File: src/rtl/bcs_pkg.sv
package bcs_pkg;
  localparam int CYC_W = 8;
  localparam int OFS_W = 4;
  localparam int GAP_W = 4;

  typedef enum logic [1:0] {
    ST_IDLE   = 2'd0,
    ST_ACTIVE = 2'd1,
    ST_GAP    = 2'd2,
    ST_ACK    = 2'd3
  } seq_st_t;

  typedef struct packed {
    logic [CYC_W-1:0] cyc;      // clocks in the cycle, never 0
    logic [OFS_W-1:0] on_ph;    // phases from start to strobe on
    logic [OFS_W-1:0] off_ph;   // phases from strobe off to end
    logic [CYC_W-1:0] cap_idx;  // clock index of the capture
    logic [GAP_W-1:0] gap;      // idle clocks after the cycle
    logic             wait_lo;  // wait input active low
    logic             is_wr;    // write access
  } acc_cfg_t;
endpackage

File: src/rtl/bcs_rst_sync.sv
module bcs_rst_sync (
  input  logic clk,
  input  logic rst_n,
  output logic rst_sync_n
);
  logic [1:0] sync_q;

  always_ff @(posedge clk or negedge rst_n) begin
    if (!rst_n) sync_q <= 2'b00;
    else        sync_q <= {sync_q[0], 1'b1};
  end

  assign rst_sync_n = sync_q[1];
endmodule

File: src/rtl/bcs_decode.sv
module bcs_decode
  import bcs_pkg::*;
(
  input  logic        req_wr,
  input  logic [31:0] rd_word,
  input  logic [31:0] wr_word,
  input  logic [31:0] gen_word,
  output acc_cfg_t    cfg
);
  logic [31:0]      tword;
  logic [CYC_W-1:0] cyc_raw;
  logic [CYC_W-1:0] cyc_eff;
  logic [CYC_W-1:0] lat_ext;
  logic             unused_bits;

  assign tword   = req_wr ? wr_word : rd_word;
  assign cyc_raw = tword[31:24];
  assign cyc_eff = (cyc_raw == '0) ? CYC_W'(1) : cyc_raw;
  assign lat_ext = CYC_W'(gen_word[23:20]);

  always_comb begin
    cfg         = '0;
    cfg.cyc     = cyc_eff;
    cfg.on_ph   = tword[11:8];
    cfg.off_ph  = tword[15:12];
    cfg.gap     = gen_word[14:11];
    cfg.wait_lo = gen_word[25];
    cfg.is_wr   = req_wr;
    if (lat_ext == '0)          cfg.cap_idx = cyc_eff - CYC_W'(1);
    else if (lat_ext >= cyc_eff) cfg.cap_idx = '0;
    else                        cfg.cap_idx = cyc_eff - lat_ext;
  end

  assign unused_bits = ^{tword[23:16], tword[7:0], gen_word[31:26],
                         gen_word[24], gen_word[19:15], gen_word[10:0]};
endmodule

File: src/rtl/bcs_phase_win.sv
module bcs_phase_win
  import bcs_pkg::*;
(
  input  acc_cfg_t         cfg,
  input  logic             active,
  input  logic [CYC_W-1:0] clk_idx,
  output logic [1:0]       strb_n
);
  localparam int PH_W = CYC_W + 2;

  logic [PH_W-1:0] end_ph;
  assign end_ph = {1'b0, cfg.cyc, 1'b0};

  for (genvar h = 0; h < 2; h++) begin : g_half
    logic [PH_W-1:0] ph;
    logic            open_w;
    assign ph     = {1'b0, clk_idx, 1'b0} + PH_W'(h);
    assign open_w = (ph >= PH_W'(cfg.on_ph)) &&
                    ((ph + PH_W'(cfg.off_ph)) < end_ph);
    assign strb_n[h] = ~(active & open_w);
  end
endmodule

File: src/rtl/bcs_seq.sv
module bcs_seq
  import bcs_pkg::*;
(
  input  logic             clk,
  input  logic             rst_n,
  input  logic             req,
  input  logic             wait_in,
  input  acc_cfg_t         cfg_in,
  output acc_cfg_t         cfg_q,
  output logic             active,
  output logic [CYC_W-1:0] clk_idx,
  output logic             ack
);
  seq_st_t          st_q, st_d;
  logic [CYC_W-1:0] k_q, k_d;
  logic [GAP_W-1:0] gap_q, gap_d;
  logic             cfg_en;
  logic             wait_act;

  assign wait_act = wait_in ^ cfg_q.wait_lo;

  always_comb begin
    st_d   = st_q;
    k_d    = k_q;
    gap_d  = gap_q;
    cfg_en = 1'b0;
    case (st_q)
      ST_IDLE: if (req) begin
        st_d   = ST_ACTIVE;
        k_d    = '0;
        cfg_en = 1'b1;
      end
      ST_ACTIVE: if (!wait_act) begin
        if (k_q == cfg_q.cyc - CYC_W'(1)) begin
          if (cfg_q.gap == '0) st_d = ST_ACK;
          else begin
            st_d  = ST_GAP;
            gap_d = cfg_q.gap;
          end
        end else begin
          k_d = k_q + CYC_W'(1);
        end
      end
      ST_GAP: begin
        if (gap_q == GAP_W'(1)) st_d = ST_ACK;
        else                    gap_d = gap_q - GAP_W'(1);
      end
      default: st_d = ST_IDLE;
    endcase
  end

  always_ff @(posedge clk or negedge rst_n) begin
    if (!rst_n) begin
      st_q  <= ST_IDLE;
      k_q   <= '0;
      gap_q <= '0;
    end else begin
      st_q  <= st_d;
      k_q   <= k_d;
      gap_q <= gap_d;
    end
  end

  always_ff @(posedge clk or negedge rst_n) begin
    if (!rst_n)      cfg_q <= '0;
    else if (cfg_en) cfg_q <= cfg_in;
  end

  assign active  = (st_q == ST_ACTIVE);
  assign clk_idx = k_q;
  assign ack     = (st_q == ST_ACK);

  assert_k_in_range_R2: assert property (@(posedge clk) disable iff (!rst_n)
    active |-> (k_q < cfg_q.cyc));
  assert_gap_nonzero_R8: assert property (@(posedge clk) disable iff (!rst_n)
    (st_q == ST_GAP) |-> (gap_q != '0));
endmodule

File: src/rtl/bcs_strobe_gen.sv
module bcs_strobe_gen
  import bcs_pkg::*;
#(
  parameter int DW = 16
) (
  input  logic          clk,
  input  logic          rst_n,
  input  logic          req,
  input  logic          req_wr,
  input  logic [31:0]   rd_word,
  input  logic [31:0]   wr_word,
  input  logic [31:0]   gen_word,
  input  logic          wait_in,
  input  logic [DW-1:0] bus_din,
  output logic          ack,
  output logic          cs_n,
  output logic [1:0]    rd_strb_n,
  output logic [1:0]    wr_strb_n,
  output logic          latch,
  output logic [DW-1:0] rdata
);
  logic             rst_i_n;
  acc_cfg_t         cfg_new;
  acc_cfg_t         cfg_q;
  logic             active;
  logic [CYC_W-1:0] clk_idx;
  logic [1:0]       win_n;
  logic             cap_en;

  bcs_rst_sync u_rst (.clk(clk), .rst_n(rst_n), .rst_sync_n(rst_i_n));

  bcs_decode u_dec (
    .req_wr(req_wr), .rd_word(rd_word), .wr_word(wr_word),
    .gen_word(gen_word), .cfg(cfg_new)
  );

  bcs_seq u_seq (
    .clk(clk), .rst_n(rst_i_n), .req(req), .wait_in(wait_in),
    .cfg_in(cfg_new), .cfg_q(cfg_q), .active(active),
    .clk_idx(clk_idx), .ack(ack)
  );

  bcs_phase_win u_win (
    .cfg(cfg_q), .active(active), .clk_idx(clk_idx), .strb_n(win_n)
  );

  assign cs_n      = ~active;
  assign rd_strb_n = cfg_q.is_wr ? 2'b11 : win_n;
  assign wr_strb_n = cfg_q.is_wr ? win_n : 2'b11;
  assign cap_en    = active & ~cfg_q.is_wr & (clk_idx == cfg_q.cap_idx);
  assign latch     = cap_en;

  always_ff @(posedge clk or negedge rst_i_n) begin
    if (!rst_i_n)    rdata <= '0;
    else if (cap_en) rdata <= bus_din;
  end

  assert_ack_pulse_R8: assert property (@(posedge clk) disable iff (!rst_i_n)
    ack |=> !ack);
  assert_ack_after_cycle_R8: assert property (@(posedge clk) disable iff (!rst_i_n)
    ack |-> cs_n);
  assert_strb_inside_cs_R3: assert property (@(posedge clk) disable iff (!rst_i_n)
    cs_n |-> (rd_strb_n == 2'b11 && wr_strb_n == 2'b11));
  assert_one_direction_R6: assert property (@(posedge clk) disable iff (!rst_i_n)
    (rd_strb_n != 2'b11) |-> (wr_strb_n == 2'b11));
  assert_latch_on_read_R7: assert property (@(posedge clk) disable iff (!rst_i_n)
    latch |-> (!cs_n && wr_strb_n == 2'b11));
endmodule

File: config.mk
export PLATFORM = sky130hd
export DESIGN_NAME = bcs_strobe_gen
export DESIGN_NICKNAME = d
export VERILOG_FILES = /design/src/rtl/bcs_pkg.sv /design/src/rtl/bcs_rst_sync.sv /design/src/rtl/bcs_decode.sv /design/src/rtl/bcs_phase_win.sv /design/src/rtl/bcs_seq.sv /design/src/rtl/bcs_strobe_gen.sv
export SDC_FILE = /design/constraint.sdc
export NUM_CORES = 1
export LEC_CHECK = 0
export BUFFER_PORTS_ARGS = -buffer_cell sky130_fd_sc_hd__buf_2
export CAP_MARGIN = 20
export CORE_MARGIN = 2
export CORE_UTILIZATION = 25
export DETAILED_ROUTE_END_ITERATION = 6
export GPL_TIMING_DRIVEN = 0
export SYNTH_ARGS = -nofsm -noshare
export SYNTH_HDL_FRONTEND = slang
export SYNTH_SLANG_ARGS = --single-unit
File: constraint.sdc
create_clock -name clk -period 9.7 [get_ports clk]
set_input_delay 2.91 -clock clk [delete_from_list [all_inputs] [get_ports clk]]
set_output_delay 2.91 -clock clk [all_outputs]
set_load 0.005 [all_outputs]
==> key figures, run 1 <==
Clock network
  – Clock slew at reported path FFs: 50 ps
  – Clock buffer depth: 2
  – Post-cts hold buffer count: 0
  – Total CTS buffers: 9
  – Clk root buf: clkbuf_16
  – H-tree levels: 3
  – CTS tree: done
  – Clock Latency Late Sink: approximately 330 ps
  – Clock Sinks: 62
  – Resize count post-CTS: 0
  – Postcts setup bufs: 0

Floorplanning
  – Initial Utilization: 0.2526
  – Die Wd: roughly 140 um
  – Ports: 140
  – Die height: about 140 um
  – Num rows: just under 50
  – Die area: approximately 19000 sq um
  – Area of the core: roughly 18000 sq um

Place
  – Final GP Congestion: 0.8854
  – Placement Setup Slack: 2902 ps
  – IO Port Bufs: 83
  – DP HPWL: a little under 9000 um

Logic synthesis
  – Mean post-synth cell area: between 9 and 10 sq um
  – Post-Syn Area: roughly 4500 sq um
  – Post-synth EDFFs: 0
  – Syn_nets: around 650
  – Cells after Synth: between 400 and 500
  – Seq cells post-synth: a little over 60
  – Sequential share of the synthesized area: 0.3454
  – Syn. warnings: 0
  – Post-synth cell types: 55
  – FFs w/ async S/R, synth: 1.000
  – Ys flop type: dfrtp_1

GRT
  – GRT overflow: 0
  – First-pass GRT wire length: roughly 19000 um
  – Vias in the first global route: 3566
  – GR Util All Layers: 0.1201
  – Largest net degree at the start of global routing: 35
  – Antenna violations before repair: 0

Worst setup path
  – Worst-path fanout max: 10
  – Worst reg2reg path depth: 6
  – Reg-to-reg slack, setup: 6720 ps
  – RR Endpoint: rdata[8]
  – WP data required: 9890 ps
  – Crit path capture type: register
  – Reg2reg start: u_seq.clk_idx[2]
  – CP Class: in2reg
  – Crit start category: primary input
  – CP arrival: between 6000 and 7000 ps

STA
  – Final count of hold timing violations: 0
  – Setup-failing EPs final: 0
  – Tcrit/Tclk final: 0.6583
  – Peak Freq: approximately 160 MHz
  – Minimum clock period: between 6000 and 7000 ps
  – Final Max Slew Viols: 0
  – Final worst slack: roughly 3300 ps
  – TNS Setup: 0 ps
  – Worst slew margin: 0.3674
  – RSZ-0062 raised after global routing: no
  – Clock skew: around 6.2 ps
  – Slew at the pin closest to its max-slew limit: ~940 ps

Routing
  – Routed wire length per instance: ~14 um
  – Final ANT Viol Nets: 0
  – Vias: 3788
  – Vias per Instance: between 4 and 5
  – Drt total wl: 11370 um
  – Drt first pass iters: 4
  – DRC marker count from the first detailed-route iteration: between 150 and 200
  – DRC viols: 0

Final layout
  – Footprint of the multi-input gates: ~2700 sq um
  – Most frequent cells in the layout: 85 x buf_2, 61 x dfrtp_1, 47 x o21ai_0
  – Area Overhead vs Synth: 23.57%
  – Register Area: 1553 sq um
  – Filler cells: between 1500 and 2000
  – Commonest non-fill, non-tap cell in the layout: buf_2
  – # nets final: approximately 740
  – # diodes: 0
  – Share of cells above drive strength 1: 0.2260

Power and ir drop
  – Pwr dens: roughly 290 nW/um^2
  – Worst IR Drop VDD: about 100 uV
  – LEAKAGE: about 2.6 nW

Flow run
  – Max_cap viols: 0

Status
  – Status: finished clean

Hold path
  – Class of the worst hold path: reg2async
through the flow:
stage / power [W] / hold slack, ps / area (sq um) / std cells / utilization
6_report: 0.001623 / 288.8 / 5550 / 822 / 0.3122
5_1_grt: 0.001763 / 355.5 / 5550 / 822 / 0.3122
4_1_cts: 0.001633 / 322.0 / 5550 / 822 / 0.3122
3_5_place_dp: 0.001262 / 318.1 / 5215 / 806 / 0.2933
3_3_place_gp: 0.001246 / 333.5 / 5194 / 805 / 0.2921
2_1_floorplan: 0.001031 / 331.2 / 4492 / 493 / -
area by class of cell:
| class | instances | share of cell area |
|---|---|---|
| inverters | 37 | 0.02502 |
| plain buffers | 23 | 0.01601 |
| well taps | 229 | 0.05162 |
| repair buffers | 84 | 0.07845 |
| multi-input cells | 371 | 0.4887 |
| clock inverters | 3 | 0.01172 |
| clock buffers | 13 | 0.04869 |
| flip-flops and latches | 62 | 0.2798 |
logic make-up (layout without fill, tap and decap cells):
family                   after synthesis  in the layout  synth area share
AO/OA/AOI/OAI                        118            118            0.1719
XOR/XNOR                              40             40           0.07800
adder cells (fa/ha/maj)               37             37            0.1081
buffers and inverters                 60            160           0.05070
flip-flops                            62             62            0.3454
multiplexers                          43             43            0.1028
other                                  1              1         0.0008349
AND/OR/NAND/NOR                      132            132            0.1423
cell usage after synthesis (2+ instances only):
master     n  area [sq um]
dfrtp_1   62          1551
o21ai_0   47         235.2
nand2_1   41         153.9
inv_1     37         138.9
ha_1      34         425.4
nor2_1    33         123.9
xnor2_1   27         236.5
mux2_2    25         281.5
clkbuf_1  19         71.32
mux2i_1   18         180.2
a21oi_1   15         75.07
xor2_1    13         113.9
nand3_1   12         60.06
nor3_1    12         60.06
a21o_1     9         67.56
nor2b_1    8         50.05
a31oi_1    6         37.54
nand2b_1   6         37.54
a22oi_1    4         30.03
nand4_1    4         25.02
o21a_1     4         30.03
a211oi_1   3         22.52
a311o_1    3         30.03
fa_1       3         60.06
nor3b_1    3         22.52
nor4b_1    3         26.28
o211ai_1   3         22.52
a211oi_2   2         25.02
a21boi_0   2         15.01
buf_1      2         7.510
buf_2      2         10.01
nor4_1     2         12.51
o211a_1    2         20.02
o22ai_1    2         12.51
o31a_1     2         17.52
o31ai_1    2         15.01
or3_1      2         12.51
or3_4      2         22.52
worst max-delay path by stage:
| stage | slack, ps | end | start | cells past startpoint |
|---|---|---|---|---|
| 6_report | 3310 | u_seq.cfg_q[12] | req_wr | 13 |
| 5_1_grt | 2900 | u_seq.cfg_q[12] | req_wr | 13 |
| 4_1_cts | 3220 | u_seq.cfg_q[12] | req_wr | 13 |
| 3_5_place_dp | 2900 | u_seq.cfg_q[12] | req_wr | 13 |
| 3_3_place_gp | 2930 | u_seq.cfg_q[12] | req_wr | 13 |
| 2_1_floorplan | 3660 | u_seq.cfg_q[12] | req_wr | 13 |
critical path: stages:
cell and delay [ps]:
clkbuf_1 290, buf_1 430, clkbuf_1 600, mux2i_1 470, inv_1 140, fa_1 450
a21o_1 190, a21oi_1 300, a41oi_1 110, o221a_2 320, o21bai_1 120, o31a_1 160
o21ai_0 70
flip-flops by register name, indices dropped and copies added (netlist names):
name and count:
rdata 16, u_seq.cfg_q 30, u_seq.gap_q 4, u_seq.st_q 2
u_rst.sync_q 2, u_seq.clk_idx 8
where the power goes:
group          total, W  internal, W  switching, W
Combinational  0.000787     0.000362      0.000425
Sequential     0.000476     0.000375      0.000101
Clock          0.000360     0.000245      0.000114
Total           0.00162     0.000983      0.000640
per-layer routing:
layer,vias up,GRT usage,wire [um]
met2,67,0.1933,5405
li1,1930,-,-
met1,1776,0.1635,5422
met3,15,0.01628,303
met4,0,0.04834,240
met5,-,0,0
Power figures use the tool's default switching activity.
==> run 2: changes to the inputs <==
Clock period 9.7 ns to 5.3 ns, I/O delays scaled along.
==> key figures, run 2 (synthesized netlist as in run 1, its figures left out) <==
Worst setup path
  – WP data required: 3710 ps (-6180 ps)
  – Worst-path fanout max: 8 (-2)
  – CP arrival: 3360 ps (-3220 ps)
  – Reg-to-reg slack, setup: 2320 ps (-4400 ps)
  – CP Class: reg2out
  – Reg2reg start: u_seq.clk_idx[2]
  – Worst reg2reg path depth: 6 (unchanged)
  – RR Endpoint: rdata[8]
  – Crit start category: register
  – Crit path capture type: primary output

Flow run
  – Max_cap viols: 0 (unchanged)

Final layout
  – Share of cells above drive strength 1: 0.2277 (+0.001686)
  – # diodes: 0 (unchanged)
  – Reg with most FFs: u_seq.cfg_q
  – Most frequent cells in the layout: 85 x buf_2, 61 x dfrtp_1, 47 x o21ai_0
  – Fin area: 5552 sq um (about the same)
  – # nets final: 742 (unchanged)
  – Commonest non-fill, non-tap cell in the layout: buf_2
  – Area Overhead vs Synth: 23.59% (about the same)
  – Max reg flops: 30 (unchanged)
  – Final Util: 0.3122 (about the same)
  – Post-Layout Cell Count: 822 (unchanged)

Routing
  – Vias: 3787 (-0.026%)
  – DRC viols: 0 (unchanged)
  – Final ANT Viol Nets: 0 (unchanged)
  – DRC marker count from the first detailed-route iteration: 182 (+1.1%)
  – Routed wire length per instance: 13.82 um (about the same)
  – Vias per Instance: 4.607 (about the same)
  – Drt first pass iters: 4 (unchanged)
  – Drt total wl: 11360 um (about the same)

STA
  – RSZ-0062 raised after global routing: no
  – TNS Setup: 0 ps (unchanged)
  – Setup-failing EPs final: 0 (unchanged)
  – Final Max Slew Viols: 0 (unchanged)
  – Minimum clock period: 4946 ps
  – Peak Freq: about 200 MHz
  – Final count of hold timing violations: 0 (unchanged)
  – Clock skew: 6.220 ps (-0.00005000 ps)
  – Worst slew margin: 0.3674 (unchanged)
  – Slew at the pin closest to its max-slew limit: 940.2 ps (unchanged)
  – Tcrit/Tclk final: 0.9331

Clock network
  – CTS tree: done
  – Total CTS buffers: 9 (unchanged)
  – H-tree levels: 3 (unchanged)
  – Postcts setup bufs: 0 (unchanged)
  – Clock Sinks: 62 (unchanged)
  – Clock Latency Late Sink: 330 ps (about the same)
  – Clk root buf: clkbuf_16
  – Resize count post-CTS: 0 (unchanged)
  – Post-cts hold buffer count: 0 (unchanged)
  – Clock buffer depth: 2 (unchanged)
  – Clock slew at reported path FFs: 50 ps (about the same)

Floorplanning
  – Die area: 19060 sq um (unchanged)
  – Initial Utilization: 0.2526 (unchanged)
  – Die Wd: 138.0 um (unchanged)
  – Die height: 138.0 um (unchanged)
  – Num rows: 49 (unchanged)
  – Ports: 140 (unchanged)
  – Area of the core: 17780 sq um (unchanged)

Place
  – Area after DPL: 5215 sq um (unchanged)
  – IO Port Bufs: 83 (unchanged)
  – Final GP Congestion: 0.8854 (unchanged)
  – DP Cell Count: 806 (unchanged)
  – DP HPWL: 8794 um (unchanged)

GRT
  – Largest net degree at the start of global routing: 35 (unchanged)
  – GRT overflow: 0 (unchanged)
  – First-pass GRT wire length: 18650 um (unchanged)
  – GR Util All Layers: 0.1201 (unchanged)
  – Antenna violations before repair: 0 (unchanged)
  – Vias in the first global route: 3566 (unchanged)

Power and ir drop
  – Pwr dens: 535.0 nW/um^2 (+83%)
  – Worst IR Drop VDD: 183.7 uV (+83%)
  – LEAKAGE: 2.649 nW (+0.11%)
  – Final Power: 0.002970 W (+83%)

Hold path
  – Class of the worst hold path: reg2async

Status
  – Status: finished clean
-- run 2: cell counts in the layout (fill, tap and decap cells not counted) --
No cell type changed its count.
-- run 2: layer usage --
| metal | track usage | part of all wire |
|---|---|---|
| met1 | 0.1635 | 0.48 |
| met3 | 0.01628 | 0.027 |
| met5 | 0 | 0 |
| met2 | 0.1933 | 0.48 |
| met4 | 0.04834 | 0.021 |
-- run 2: worst max-delay path: stages (launching register included) --
cell	delay [ps]
dfrtp_1	590
ha_1	250
inv_1	50
fa_1	430
a21boi_0	240
o21ai_0	210
xnor2_1	200
ha_1	280
o21ai_0	150
a21oi_1	60
nor3_1	140
o211a_1	230
nand2_1	60
buf_2	130
-- run 2: how the worst max path moves through the flow --
| stage | cells past startpoint | from | end |
|---|---|---|---|
| final | 13 | u_seq.clk_idx[0] | wr_strb_n[1] |
| after global routing | 13 | req_wr | u_seq.cfg_q[12] |
| after CTS | 13 | req_wr | u_seq.cfg_q[12] |
| after detailed placement | 13 | req_wr | u_seq.cfg_q[12] |
| after global placement | 13 | req_wr | u_seq.cfg_q[12] |
| after floorplan | 13 | req_wr | u_seq.cfg_q[12] |
-- run 2: power by group --
| group | internal (W) | total, W | switching (W) |
|---|---|---|---|
| sequential | 0.000686 | 0.000872 | 0.000185 |
| clock | 0.000449 | 0.000659 | 0.000209 |
| combinational | 0.000663 | 0.00144 | 0.000777 |
-- run 2: area by class of cell --
cell class	instances	area (sq um)
fillers	1876	12230
multi-input cells	371	2713
flip-flops and latches	62	1553
repair buffers	84	435.4
well taps	229	286.5
clock buffers	13	270.3
inverters	37	138.9
plain buffers	23	90.09
clock inverters	3	65.06
-- run 2: metrics by stage --
step,hold WS [ps],setup slack [ps]
finish,288.8,354.5
global route,355.5,110.8
CTS,322.0,140.6
detailed placement,318.1,-178.5
global placement,333.5,-153.5
floorplan,331.2,582.0
==> run 3: changes to the inputs <==
Settings changed: ABC_AREA set to 1.
==> key figures, run 3 <==
Logic synthesis
  – Post-synth top cells: 184 x nand2_1, 66 x inv_1, 62 x dfrtp_1, 60 x nor2_1, 37 x nand3_1
  – Synth top area share: 0.3256 (-0.01977)
  – Syn_nets: 804 (+24%)
  – Post-synth cell types: 45 (-18%)
  – Most common cell in the netlist: nand2_1
  – Cells after Synth: 650 (+32%)
  – Syn. warnings: 0 (unchanged)
  – Top post-synthesis cells by area: dfrtp_1 33%, nand2_1 14%, ha_1 8.9%, inv_1 5.2%, nor2_1 4.7%
  – Mean post-synth cell area: 7.330 sq um (-20%)
  – Yosys top cell by area: dfrtp_1
  – Ys flop type: dfrtp_1
  – Seq cells post-synth: 62 (unchanged)
  – FFs w/ async S/R, synth: 1.000 (unchanged)
  – Post-Syn Area: 4765 sq um (+6.1%)
  – Sequential share of the synthesized area: 0.3256 (-0.01977)
  – Post-synth EDFFs: 0 (unchanged)

Worst setup path
  – Cell family with most CP delay: adder cells
  – Crit start category: register
  – CP cell instances: inv_2 -> fa_1 -> o21ai_2 -> inv_1 -> nand2_2 -> xor2_1 -> ha_1 -> a21oi_1 -> o21ai_0 -> nand4_1 -> nand3_1 -> nor2_1 -> nand4_1 -> buf_2
  – Most frequent CP cell: nand4_1
  – Worst reg2reg path depth: 14 (+8)
  – Reg-to-reg slack, setup: 3140 ps (+820 ps)
  – CP bufs+invs: 3 (+1)
  – CP Class: reg2out
  – Crit path capture type: primary output
  – CP arrival: 3310 ps (-50 ps)
  – Delay of the slowest critical-path stage: 580 ps (about the same)
  – Reg2reg start: u_seq.cfg_q[22]
  – RR Endpoint: u_seq.st_q[1]
  – Worst-path fanout max: 8 (unchanged)
  – Slowest CP cell: dfrtp_1
  – WP data required: 3710 ps (about the same)

Clock network
  – Clock Latency Late Sink: 330 ps (about the same)
  – Total CTS buffers: 9 (unchanged)
  – Clock buffer depth: 2 (unchanged)
  – Postcts setup bufs: 0 (unchanged)
  – Resize count post-CTS: 0 (unchanged)
  – Clk root buf: clkbuf_16
  – Clock Sinks: 62 (unchanged)
  – Post-cts hold buffer count: 0 (unchanged)
  – H-tree levels: 3 (unchanged)
  – Clock slew at reported path FFs: 60 ps (about the same)
  – CTS tree: done

Final layout
  – Most frequent cells in the layout: 184 x nand2_1, 85 x buf_2, 66 x inv_1
  – Share of cells above drive strength 1: 0.2077 (-0.01993)
  – Reg with most FFs: u_seq.cfg_q
  – # diodes: 0 (unchanged)
  – Register Area: 1554 sq um (about the same)
  – Area Overhead vs Synth: 22.01%
  – # nets final: 900 (+21%)
  – Filler cells: 1979 (+5.5%)
  – Footprint of the multi-input gates: 2803 sq um (+3.3%)
  – Max reg flops: 30 (unchanged)
  – Commonest non-fill, non-tap cell in the layout: nand2_1

STA
  – Final count of hold timing violations: 0 (unchanged)
  – RSZ-0062 raised after global routing: no
  – Setup-failing EPs final: 0 (unchanged)
  – TNS Setup: 0 ps (unchanged)
  – Tcrit/Tclk final: 0.9237 (-0.009429)
  – Peak Freq: 204.3 MHz (+1.0%)
  – Final Max Slew Viols: 0 (unchanged)
  – Minimum clock period: 4896 ps (-49.97 ps)
  – Fin Hold WS: 313.0 ps (+24.18 ps)
  – Clock skew: 4.175 ps (-2.044 ps)
  – Worst slew margin: 0.5456 (+0.1783)
  – Slew at the pin closest to its max-slew limit: 681.5 ps (-258.7 ps)

GRT
  – Antenna violations before repair: 0 (unchanged)
  – First-pass GRT wire length: 20350 um (+9.1%)
  – Largest net degree at the start of global routing: 32 (-8.6%)
  – Vias in the first global route: 4216 (+18%)
  – GRT overflow: 0 (unchanged)
  – GR Util All Layers: 0.1265 (+0.006426)

Power and ir drop
  – Pwr dens: 455.0 nW/um^2 (-15%)
  – LEAKAGE: 2.877 nW (+8.6%)
  – Worst IR Drop VDD: 167.8 uV (-8.7%)

Hold path
  – Class of the worst hold path: reg2async

Floorplanning
  – Die area: 20180 sq um (+5.9%)
  – Ports: 140 (unchanged)
  – Die height: 142.1 um (+2.9%)
  – Num rows: 50 (+2.0%)
  – Initial Utilization: 0.2547 (+0.002077)
  – Area of the core: 18710 sq um (+5.2%)
  – Die Wd: 142.1 um (+2.9%)

Place
  – Final GP Congestion: 0.8889 (+0.40%)
  – DP HPWL: 9648 um (+9.7%)
  – IO Port Bufs: 84 (+1.2%)

Routing
  – Vias: 4386 (+16%)
  – Drt first pass iters: 5 (+1)
  – Final ANT Viol Nets: 0 (unchanged)
  – Routed wire length per instance: 12.35 um (-11%)
  – Vias per Instance: 4.453 (-3.3%)
  – DRC marker count from the first detailed-route iteration: 158 (-13%)
  – DRC viols: 0 (unchanged)
  – Drt total wl: 12160 um (+7.0%)

Flow run
  – Max_cap viols: 0 (unchanged)

Status
  – Status: finished clean
-- run 3: worst max-delay path by stage --
stage | startpoint | to | slack (ps) | depth (start not counted)
6_report | u_seq.clk_idx[1] | rd_strb_n[1] | 400 | 14
5_1_grt | u_seq.clk_idx[0] | wr_strb_n[1] | 110 | 15
4_1_cts | u_seq.clk_idx[0] | rd_strb_n[1] | 230 | 15
3_5_place_dp | u_seq.clk_idx[0] | rd_strb_n[1] | 610 | 15
3_3_place_gp | u_seq.clk_idx[0] | rd_strb_n[1] | 610 | 15
2_1_floorplan | u_seq.clk_idx[0] | rd_strb_n[1] | 1290 | 14
-- run 3: layout make-up --
| class | count | area share |
|---|---|---|
| buffer | 17 | 0.02088 |
| clock buffer | 13 | 0.04649 |
| clock inverter | 3 | 0.007318 |
| inverter | 77 | 0.04972 |
| multi-input combinational | 494 | 0.4821 |
| sequential | 62 | 0.2673 |
| tap | 234 | 0.05037 |
| timing repair buffer | 85 | 0.07576 |
-- run 3: cell families after synthesis --
family | share of synthesized area
compound gates | 0.1095
xor+xnor | 0.05699
simple gates | 0.3191
fa+ha+maj | 0.1019
other cells | 0.0007871
buf+inv | 0.08613
flops | 0.3256
-- run 3: metal layers --
layer  share of wire  vias up  GRT usage
met5               0        -          0
met4           0.016        0    0.04421
met3           0.031       11    0.01985
met2            0.48       75     0.2159
met1            0.47     1996     0.1625
li1                -     2304          -
-- run 3: worst reg2reg max path: cells and delay by family, from the launching register on --
family / cells / cell delay, ps
and+or+nand+nor: 11 / 1130
DFF: 1 / 430
adders and majority gates: 1 / 320
buffers and inverters: 2 / 170
-- run 3: metrics by stage --
step | instance area, sq um | setup WS (ps) | total power (W) | utilization | std cells
2_1_floorplan | 4765 | 1294 | 0.001688 | - | 650
3_3_place_gp | 5478 | 611.2 | 0.002007 | 0.2928 | 968
3_5_place_dp | 5499 | 611.1 | 0.002028 | 0.2940 | 969
4_1_cts | 5812 | 232.0 | 0.002669 | 0.3107 | 985
5_1_grt | 5813 | 109.2 | 0.002910 | 0.3108 | 985
6_report | 5813 | 404.4 | 0.002645 | 0.3108 | 985
-- run 3: power breakdown --
group	leakage [nW]	switching (W)	internal [W]	total, W
Clock	0.152	0.000220	0.000402	0.000622
Combinational	2.02	0.000771	0.000472	0.00124
Sequential	0.709	0.000145	0.000635	0.000780
Total	2.88	0.00114	0.00151	0.00264
